**src/rtl/pic8_pkg.sv**
```systemverilog
package pic8_pkg;

    localparam int LVL_W  = 3;
    localparam int N_LVL  = 1 << LVL_W;
    localparam int DATA_W = 8;
    localparam int BASE_W = DATA_W - LVL_W;

    // decoded form of one register write
    typedef struct packed {
        logic             cfg;
        logic             set_base;
        logic             eoi_ns;
        logic             eoi_sp;
        logic             rot;
        logic             set_prio;
        logic             sel_upd;
        logic             sel_isr;
        logic             poll;
        logic             smm_upd;
        logic             smm_val;
        logic             mask_wr;
        logic [LVL_W-1:0] lvl;
    } cmd_t;

    // distance from the top of the ring: 0 is highest rank
    function automatic logic [LVL_W-1:0] prio_rank(input logic [LVL_W-1:0] lvl,
                                                   input logic [LVL_W-1:0] low);
        return lvl - low - LVL_W'(1);
    endfunction

    function automatic logic [N_LVL-1:0] lvl_bit(input logic [LVL_W-1:0] lvl);
        return N_LVL'(1) << lvl;
    endfunction

endpackage

```
**src/rtl/pic8_cmd_dec.sv**
```systemverilog
module pic8_cmd_dec
    import pic8_pkg::*;
(
    input  logic              wr_i,
    input  logic              a0_i,
    input  logic [DATA_W-1:0] wdata_i,
    output cmd_t              cmd_o
);

    always_comb begin
        cmd_o     = '0;
        cmd_o.lvl = wdata_i[LVL_W-1:0];
        if (wr_i) begin
            if (a0_i) begin
                cmd_o.mask_wr = 1'b1;
            end else begin
                unique case (wdata_i[7:6])
                    2'b10: cmd_o.cfg      = 1'b1;
                    2'b11: cmd_o.set_base = 1'b1;
                    2'b01: begin
                        unique case (wdata_i[5:3])
                            3'b001: cmd_o.eoi_ns = 1'b1;
                            3'b101: begin cmd_o.eoi_ns = 1'b1; cmd_o.rot = 1'b1; end
                            3'b011: cmd_o.eoi_sp = 1'b1;
                            3'b111: begin cmd_o.eoi_sp = 1'b1; cmd_o.rot = 1'b1; end
                            3'b110: cmd_o.set_prio = 1'b1;
                            default: ;
                        endcase
                    end
                    default: begin
                        cmd_o.sel_upd = wdata_i[1];
                        cmd_o.sel_isr = wdata_i[0];
                        cmd_o.poll    = wdata_i[2];
                        cmd_o.smm_upd = wdata_i[4];
                        cmd_o.smm_val = wdata_i[3];
                    end
                endcase
            end
        end
    end

endmodule

```
**src/rtl/pic8_pick.sv**
```systemverilog
module pic8_pick #(
    parameter int N  = 8,
    parameter int LW = $clog2(N)
) (
    input  logic [N-1:0]  vec_i,
    input  logic [LW-1:0] low_i,
    output logic          found_o,
    output logic [LW-1:0] lvl_o
);

    logic [LW-1:0] idx;

    // walk the ring starting just after the lowest-ranked level
    always_comb begin
        found_o = 1'b0;
        lvl_o   = '1;
        idx     = '0;
        for (int k = 0; k < N; k++) begin
            idx = low_i + LW'(k + 1);
            if (!found_o && vec_i[idx]) begin
                found_o = 1'b1;
                lvl_o   = idx;
            end
        end
    end

endmodule

```
**src/rtl/pic8_reqlatch.sv**
```systemverilog
module pic8_reqlatch (
    input  logic clk,
    input  logic rst_n,
    input  logic ir_i,
    input  logic edge_mode_i,
    input  logic init_i,
    input  logic clr_i,
    output logic req_d_o
);

    logic arm_d, arm_q;

    always_comb begin
        arm_d = arm_q;
        if (init_i)     arm_d = 1'b0;
        else if (!ir_i) arm_d = 1'b1;
        else if (clr_i) arm_d = 1'b0;
        req_d_o = ir_i & (!edge_mode_i | arm_d);
    end

    always_ff @(posedge clk or negedge rst_n) begin
        if (!rst_n) arm_q <= 1'b0;
        else        arm_q <= arm_d;
    end

endmodule

```
**src/rtl/pic8_ctrl.sv**
```systemverilog
module pic8_ctrl
    import pic8_pkg::*;
(
    input  logic              clk,
    input  logic              rst_n,
    input  logic [N_LVL-1:0]  ir_i,
    input  logic              a0_i,
    input  logic              wr_i,
    input  logic              rd_i,
    input  logic [DATA_W-1:0] wdata_i,
    output logic [DATA_W-1:0] rdata_o,
    input  logic              inta_i,
    output logic              int_o,
    output logic [DATA_W-1:0] vec_o,
    output logic              vec_vld_o
);

    localparam int PAD_W = DATA_W - 1 - LVL_W;

    typedef struct packed {
        logic [N_LVL-1:0]  irr;
        logic [N_LVL-1:0]  isr;
        logic [N_LVL-1:0]  imr;
        logic [LVL_W-1:0]  low;
        logic [LVL_W-1:0]  lvl;
        logic              ack_ph;
        logic              poll;
        logic              sel_isr;
        logic              smm;
        logic              edge_m;
        logic              aeoi;
        logic              arot;
        logic [BASE_W-1:0] base;
    } st_t;

    st_t st_d, st_q;

    cmd_t             cmd;
    logic [N_LVL-1:0] cand, isr_eff, set_vec, req_vec;
    logic             req_found, top_found;
    logic [LVL_W-1:0] req_lvl, top_lvl, take_lvl;
    logic             ack1, ack2, poll_rd, take, edge_next;

    logic [N_LVL-1:0] irr_q, isr_q, imr_q;
    logic             poll_q;
    assign irr_q  = st_q.irr;
    assign isr_q  = st_q.isr;
    assign imr_q  = st_q.imr;
    assign poll_q = st_q.poll;

    pic8_cmd_dec u_dec (
        .wr_i    (wr_i),
        .a0_i    (a0_i),
        .wdata_i (wdata_i),
        .cmd_o   (cmd)
    );

    // candidates and effective in-service set depend on special mask mode
    assign cand    = st_q.smm ? (st_q.irr & ~st_q.imr & ~st_q.isr) : (st_q.irr & ~st_q.imr);
    assign isr_eff = st_q.smm ? (st_q.isr & ~st_q.imr) : st_q.isr;

    pic8_pick #(.N(N_LVL), .LW(LVL_W)) u_pick_req (
        .vec_i   (cand),
        .low_i   (st_q.low),
        .found_o (req_found),
        .lvl_o   (req_lvl)
    );

    pic8_pick #(.N(N_LVL), .LW(LVL_W)) u_pick_isr (
        .vec_i   (isr_eff),
        .low_i   (st_q.low),
        .found_o (top_found),
        .lvl_o   (top_lvl)
    );

    assign ack1      = inta_i & ~st_q.ack_ph;
    assign ack2      = inta_i &  st_q.ack_ph;
    assign poll_rd   = rd_i & st_q.poll;
    assign take      = ack1 | poll_rd;
    assign take_lvl  = req_found ? req_lvl : '1;
    assign set_vec   = (take && req_found) ? lvl_bit(req_lvl) : '0;
    assign edge_next = cmd.cfg ? wdata_i[0] : st_q.edge_m;

    for (genvar g = 0; g < N_LVL; g++) begin : g_req
        pic8_reqlatch u_lat (
            .clk         (clk),
            .rst_n       (rst_n),
            .ir_i        (ir_i[g]),
            .edge_mode_i (edge_next),
            .init_i      (cmd.cfg),
            .clr_i       (set_vec[g]),
            .req_d_o     (req_vec[g])
        );
    end

    assign int_o = req_found &&
                   (st_q.smm || !top_found ||
                    (prio_rank(req_lvl, st_q.low) < prio_rank(top_lvl, st_q.low)));

    always_comb begin
        logic [N_LVL-1:0] clr;
        st_d     = st_q;
        st_d.irr = req_vec;
        clr      = '0;

        if (ack2 && st_q.aeoi && top_found) begin
            clr |= lvl_bit(top_lvl);
            if (st_q.arot) st_d.low = top_lvl;
        end
        if (cmd.eoi_ns && top_found) begin
            clr |= lvl_bit(top_lvl);
            if (cmd.rot) st_d.low = top_lvl;
        end
        if (cmd.eoi_sp) begin
            clr |= lvl_bit(cmd.lvl);
            if (cmd.rot) st_d.low = cmd.lvl;
        end
        if (cmd.set_prio) st_d.low = cmd.lvl;

        st_d.isr = (st_q.isr | set_vec) & ~clr;

        if (ack1) begin
            st_d.ack_ph = 1'b1;
            st_d.lvl    = take_lvl;
        end
        if (ack2)         st_d.ack_ph  = 1'b0;
        if (poll_rd)      st_d.poll    = 1'b0;
        if (cmd.poll)     st_d.poll    = 1'b1;
        if (cmd.mask_wr)  st_d.imr     = wdata_i;
        if (cmd.set_base) st_d.base    = wdata_i[BASE_W-1:0];
        if (cmd.sel_upd)  st_d.sel_isr = cmd.sel_isr;
        if (cmd.smm_upd)  st_d.smm     = cmd.smm_val;

        if (cmd.cfg) begin
            st_d.isr     = '0;
            st_d.imr     = '0;
            st_d.low     = '1;
            st_d.smm     = 1'b0;
            st_d.sel_isr = 1'b0;
            st_d.poll    = 1'b0;
            st_d.ack_ph  = 1'b0;
            st_d.edge_m  = wdata_i[0];
            st_d.aeoi    = wdata_i[1];
            st_d.arot    = wdata_i[2];
        end
    end

    always_ff @(posedge clk or negedge rst_n) begin
        if (!rst_n) begin
            st_q      <= '0;
            st_q.low  <= '1;
        end else begin
            st_q <= st_d;
        end
    end

    always_comb begin
        rdata_o = '0;
        if (rd_i) begin
            if (st_q.poll)        rdata_o = {req_found, {PAD_W{1'b0}}, take_lvl};
            else if (a0_i)        rdata_o = st_q.imr;
            else if (st_q.sel_isr) rdata_o = st_q.isr;
            else                  rdata_o = st_q.irr;
        end
    end

    assign vec_vld_o = ack2;
    assign vec_o     = {st_q.base, st_q.lvl};

endmodule

```
**config.mk**
```make
export PLATFORM = sky130hd
export DESIGN_NAME = pic8_ctrl
export DESIGN_NICKNAME = d
export VERILOG_FILES = /design/src/rtl/pic8_pkg.sv /design/src/rtl/pic8_cmd_dec.sv /design/src/rtl/pic8_pick.sv /design/src/rtl/pic8_reqlatch.sv /design/src/rtl/pic8_ctrl.sv
export SDC_FILE = /design/constraint.sdc
export NUM_CORES = 1
export LEC_CHECK = 0
export BUFFER_PORTS_ARGS = -buffer_cell sky130_fd_sc_hd__buf_2
export CAP_MARGIN = 20
export CORE_AREA = 2 2 90 92
export DETAILED_ROUTE_END_ITERATION = 8
export DIE_AREA = 0 0 92 94
export PLACE_DENSITY = 0.84
export SETUP_SLACK_MARGIN = 0.3
export SYNTH_ARGS = -nofsm -noshare
export SYNTH_HDL_FRONTEND = slang
export SYNTH_SLANG_ARGS = --single-unit
```
**constraint.sdc**
```tcl
create_clock -name clk -period 13.53 [get_ports clk]
set_clock_uncertainty 0.05 [all_clocks]
set_input_delay 1.353 -clock clk [delete_from_list [all_inputs] [get_ports clk]]
set_output_delay 1.353 -clock clk [all_outputs]
set_load 0.01 [all_outputs]
```
Word-level counts from Yosys, hierarchy flattened. Index checks and enable logic that the tools add are counted.

$add $sub $neg: 11. Magnitude comparators: 9. Eq/ne operators: 8. Shifts and indexed selects: 3. Muxes and demuxes: 127. Bitwise gates (word level): 31. Reduce and logical (&&, ||, !) cells: 46.

Operators with widths (number): two-way mux 8 bit (11); two-way mux 3 bit (24); two-way mux 1 bit (70); binary-select mux 1 bit (select 3 bit) (16); AND 8 bit (4); < comparator 3 x 4 -> 1 bit (second input constant) (8); NOT 8 bit (3); bitwise OR 8 bit (3); left shift 1 x 3 -> 8 bit (first input constant) (3); logical AND 1 bit (19); two-way mux 19 bit (1); logical NOT 1 bit (16); adder 3 bit (second input constant) (4); two-way mux 12 bit (1); AND 1 bit (11); two-way mux 11 bit (1); equality test 3 bit (second input constant) (3); bitwise OR 1 bit (9); two-way mux 7 bit (1); adder 3 x 2 -> 3 bit (second input constant) (2); nonzero test 2 bit (3); nonzero test 3 bit (2); OR reduction 2 bit (3); subtractor 3 x 1 -> 3 bit (second input constant) (2); 12 further kinds (15).

Register bits: 50. Input bits: 22. Output and inout port bits: 18. Logic and storage cells: 256.

Logic depth before layout (Yosys ltp).
Depth after elaboration: 36. Mapped depth: 18. Gate-level depth less buffers: 16.

Cells and area by module. From an unflattened synthesis, not the netlist that was laid out.

Cell total of the unflattened synthesis: 536. Area, all modules: 5126.2 sq um.

By module, submodules not included: pic8_ctrl (instances 1, cells an instance 260, area an instance 2583.7 sq um, seq. area each 1054.8 sq um); pic8_pick (instances 2, cells an instance 108, area an instance 977.2 sq um, seq. area each 0.0 sq um); pic8_reqlatch (instances 8, cells an instance 5, area an instance 52.6 sq um, seq. area each 25.0 sq um); pic8_cmd_dec (instances 1, cells an instance 20, area an instance 167.7 sq um, seq. area each 0.0 sq um).

Least setup slack after synthesis. Ideal clock, no wire load.

Path type: register -> output. Start point: register st_q[15] (netlist bit). End point: output int_o. Data arrival time: 4.605 ns. Path slack: 7.522 ns. Stages on the path, launching flop included: 18. Path buffers: 2. Cells stage by stage: dfstp_2 buf_2 buf_6 inv_2 ha_1 xnor2_1 mux4_2 or3_4 nor3_4 or3_1 o31ai_2 ha_1 fa_1 inv_1 ha_1 a21o_1 a21oi_1 o32a_1.

Word-level cells in the longest chain between the ends: 30. Elaborated cells on any way between the ends: 108.

RTL lines: from (decl) (line pic8_ctrl.sv:36) `st_t st_d, st_q;`; from (signal assigned) (line pic8_ctrl.sv:153) `st_q <= st_d;`; adder 3 x 1 -> 3 bit (line pic8_pick.sv:19) `idx = low_i + LW'(k + 1);`; binary-select mux 1 bit (select 3 bit) (line pic8_pick.sv:20) `if (!found_o && vec_i[idx]) begin`; two-way mux 1 bit (not written as such) (line pic8_pick.sv:20); two-way mux 1 bit (line pic8_pick.sv:20); logical NOT 1 bit (line pic8_pick.sv:20); logical AND 1 bit (line pic8_pick.sv:20); two-way mux 1 bit (line pic8_pick.sv:20); logical NOT 1 bit (line pic8_pick.sv:20); (+14 left out); logical NOT 1 bit (line pic8_pick.sv:20); logical AND 1 bit (line pic8_pick.sv:20); two-way mux 3 bit (line pic8_pick.sv:20); subtractor 3 bit (line pic8_pkg.sv:28) `return lvl - low - LVL_W'(1);`; subtractor 3 x 1 -> 3 bit (line pic8_pkg.sv:28); < comparator 3 bit (line pic8_ctrl.sv:98) `(prio_rank(req_lvl, st_q.low) < prio_rank(top_lvl, st_q.low)));`; logical OR 1 bit (line pic8_ctrl.sv:97) `(st_q.smm || !top_found ||`; logical AND 1 bit (*) (line pic8_ctrl.sv:96) `assign int_o = req_found &&`; to (decl) (line pic8_ctrl.sv:13) `output logic int_o,`.

Mark *: on every way between the ends. The rest lies on a longest branch, timed or not. The select of a mux whose other input is x is not followed.

Worst setup path in the final report. Ends and elaborated chain as after synthesis.

==> metrics <==
outcome=finished clean; Max Fclk=137 MHz; Worst Setup End Kind=output port; CTS Hold Bufs=0; proportion of layout cells with a drive suffix above 1=0.219; clk root buf=clkbuf_8; site row count=32; synth top area cells=dfrtp_1 (24%), mux4_2 (6.5%), mux2i_1 (6.0%), nand2_1 (4.9%), a21oi_1 (4.1%); most frequent cells in the layout=nand2_1 (63), dfrtp_1 (47), nor2_1 (44); path type of the worst setup path=reg -> out; Synthesized Nets=578; hold_sp=vec_o[0]$_DFFE_PN0P_; unrepaired setup endpoints after global routing=no; core footprint=0.00761 sq mm; critical path data arrival time=5910 ps; first-pass GRT wire length=21.9 mm; Synth Area in Adders=0.0237; Synth Cell Area=0.00485 sq mm; DIE AREA=0.00865 sq mm; XOR/XNOR Fraction of Synth Area=0.0108; Slew headroom=0.321; crit path launch=st_q[15]$_DFF_PN1_; TritonCTS clock tree=done; Avg Inst Size Synth=8.86 sq um; top-level port count=40; CP Max Fanout=27; crit share post-route=0.540; Worst Hold Class=reg -> reg; starting density of the core=0.638; Crit path largest cell delay=980 ps; CTS max path bufs=2; commonest non-fill, non-tap cell in the layout=nand2_1; post-CTS setup buffers=0; yosys warns=0; DR vias/cell=6.78; Slew Viols, Final=0; RePlAce Congestion=1.02; CP max-delay cell=dfstp_2; CP Data Required Time=12130 ps; min cycle time layout=7310 ps; number of distinct library cells after synthesis=90; measured slew at the worst slew-check pin=1020 ps; final wirelength=13.6 mm; Setup TNS=0 ps; post-route DRC violation count=0; Worst R2R Path Depth=11; Port Buffers=39; Seq cells post-synth=50; Num CTS Buffers=5; startpoint types=flip-flop; pin count of the biggest net entering global routing=51; sequence of cells on the critical path=inv_2 -> ha_1 -> inv_2 -> mux4_2 -> mux2_4 -> o31ai_1 -> a32oi_1 -> a32oi_1 -> nor2_4 -> inv_2 -> fa_1 -> ha_1 -> a21o_1 -> a21oi_1 -> o32a_1 -> buf_2; total gr overflow=0; hold path depth=2; DRT Pass-1 Iters=5; cts repair resizes=0; CP dominant cell by count=inv_2; largest family of logic cells by synthesized area=compound AO/OA/AOI/OAI gates; # Max-Cap Violations=0; DRT antenna net count=0; Primary FF master, synth=dfrtp_1; Initial DRC Count=345; initial antenna violation count=0; Final #Nets=591; Synth Area in Simple Gates=0.226; die width=92 um; largest area contributor in the netlist=dfrtp_1; vias in the first global route=4346; GRT Util Overall=0.320; die height=94 um; vias post-DR=4505; Mapped Cells=548; Hold Vio Cnt, Final=0; clock sink count=50; Synth Area in Compound Gates=0.248; n_diodes=0; post-synthesis mux area share=0.180; Area Growth Syn to Fin=4.98%; Worst-path clk slew=90 ps; clk_lat worst skew=300 ps; final setup violation count=0; number of synthesized flops with an enable pin=0; HPWL after DPL=10.3 mm; worst r2r src=st_q[15]$_DFF_PN1_; drt wl/cell=20.4 um; post-synthesis sequential area ratio=0.259; asr flop ratio synth=1.00; Yosys top cell area share=0.242; H-tree lvl count=2
==> logic make-up (layout without fill, tap and decap cells) <==
family / Yosys count / after routing
AND/OR/NAND/NOR: 209 / 209
XOR/XNOR: 6 / 6
adder cells (fa/ha/maj): 8 / 8
AO/OA/AOI/OAI: 162 / 162
multiplexers: 63 / 63
flip-flops: 50 / 50
buffers and inverters: 50 / 64
==> worst max-delay path, delay by kind of cell, from the launching register on <==
family	cells	cell delay, ps
and+or+nand+nor	1	110
buffers and inverters	4	810
AOI/OAI and AO/OA	6	1210
DFF	1	980
adders and majority gates	3	1600
muxes	2	900
==> metrics by stage <==
step            util  hold slack (ps)  std cells  instance area [sq um]  worst slack (ps)
2_1_floorplan      -              393        548                   4850              7520
3_3_place_gp   0.655              409        655                   4980              6820
3_5_place_dp   0.655              421        655                   4980              6600
4_1_cts        0.667              440        663                   5070              6270
5_1_grt        0.670              472        664                   5090              5900
6_report       0.670              436        664                   5090              6220
==> synthesized netlist by cell type, types with 4 or more instances <==
cell	n
a211oi_1	5
nand2b_1	11
mux2i_1	29
o21ai_0	36
or3_1	4
o311ai_0	5
a21o_1	8
nor3_2	4
nand3b_1	7
nand4_1	6
o211ai_1	4
nand3_1	17
mux4_2	14
nand2_1	63
nor2_1	44
a21oi_1	40
buf_4	11
nor2b_1	11
ha_1	6
clkbuf_1	14
a22oi_1	5
dfrtp_1	47
o221a_1	4
o22ai_1	4
inv_1	9
buf_2	6
nor3_1	7
mux2_2	12
inv_2	5
a21boi_0	5
and3b_1	5
and2_1	9
==> flip-flops by register name, summed over array words and instances (netlist names) <==
register,cells
irr_q,8
imr_q,8
st_q,9
isr_q,8
vec_o,8
g_req.u_lat.arm_q,8
poll_q,1
==> per-layer routing <==
metal  up-vias  global-route usage  part of all wire
met1      2181               0.427              0.42
met5         -                   0                 0
li1       2063                   -                 -
met3        43              0.0297             0.065
met2       218               0.535              0.48
met4         0               0.138             0.036
==> worst paths after layout <==
path / slack, ps / end
min in group asynchronous: 850 / imr_q[7]$_DFFE_PN0P_
max in group asynchronous: 12050 / st_q[15]$_DFF_PN1_
min: 440 / vec_o[0]$_DFFE_PN0P_
min reg2reg: 440 / vec_o[0]$_DFFE_PN0P_
max reg2reg: 8570 / irr_q[4]$_DFF_PN0_
max: 6220 / int_o
==> cell type report <==
class                   instances  area, sq um
repair buffers                 42          230
inverters                      14         52.6
fillers                       616         2510
well taps                     102          128
clock buffers                   7         86.3
clock inverters                 1         5.00
multi-input cells             448         3340
flip-flops and latches         50         1250
Power is not shown: default switching activity piles up to over one toggle a cycle in this logic, so the estimate is an artifact.
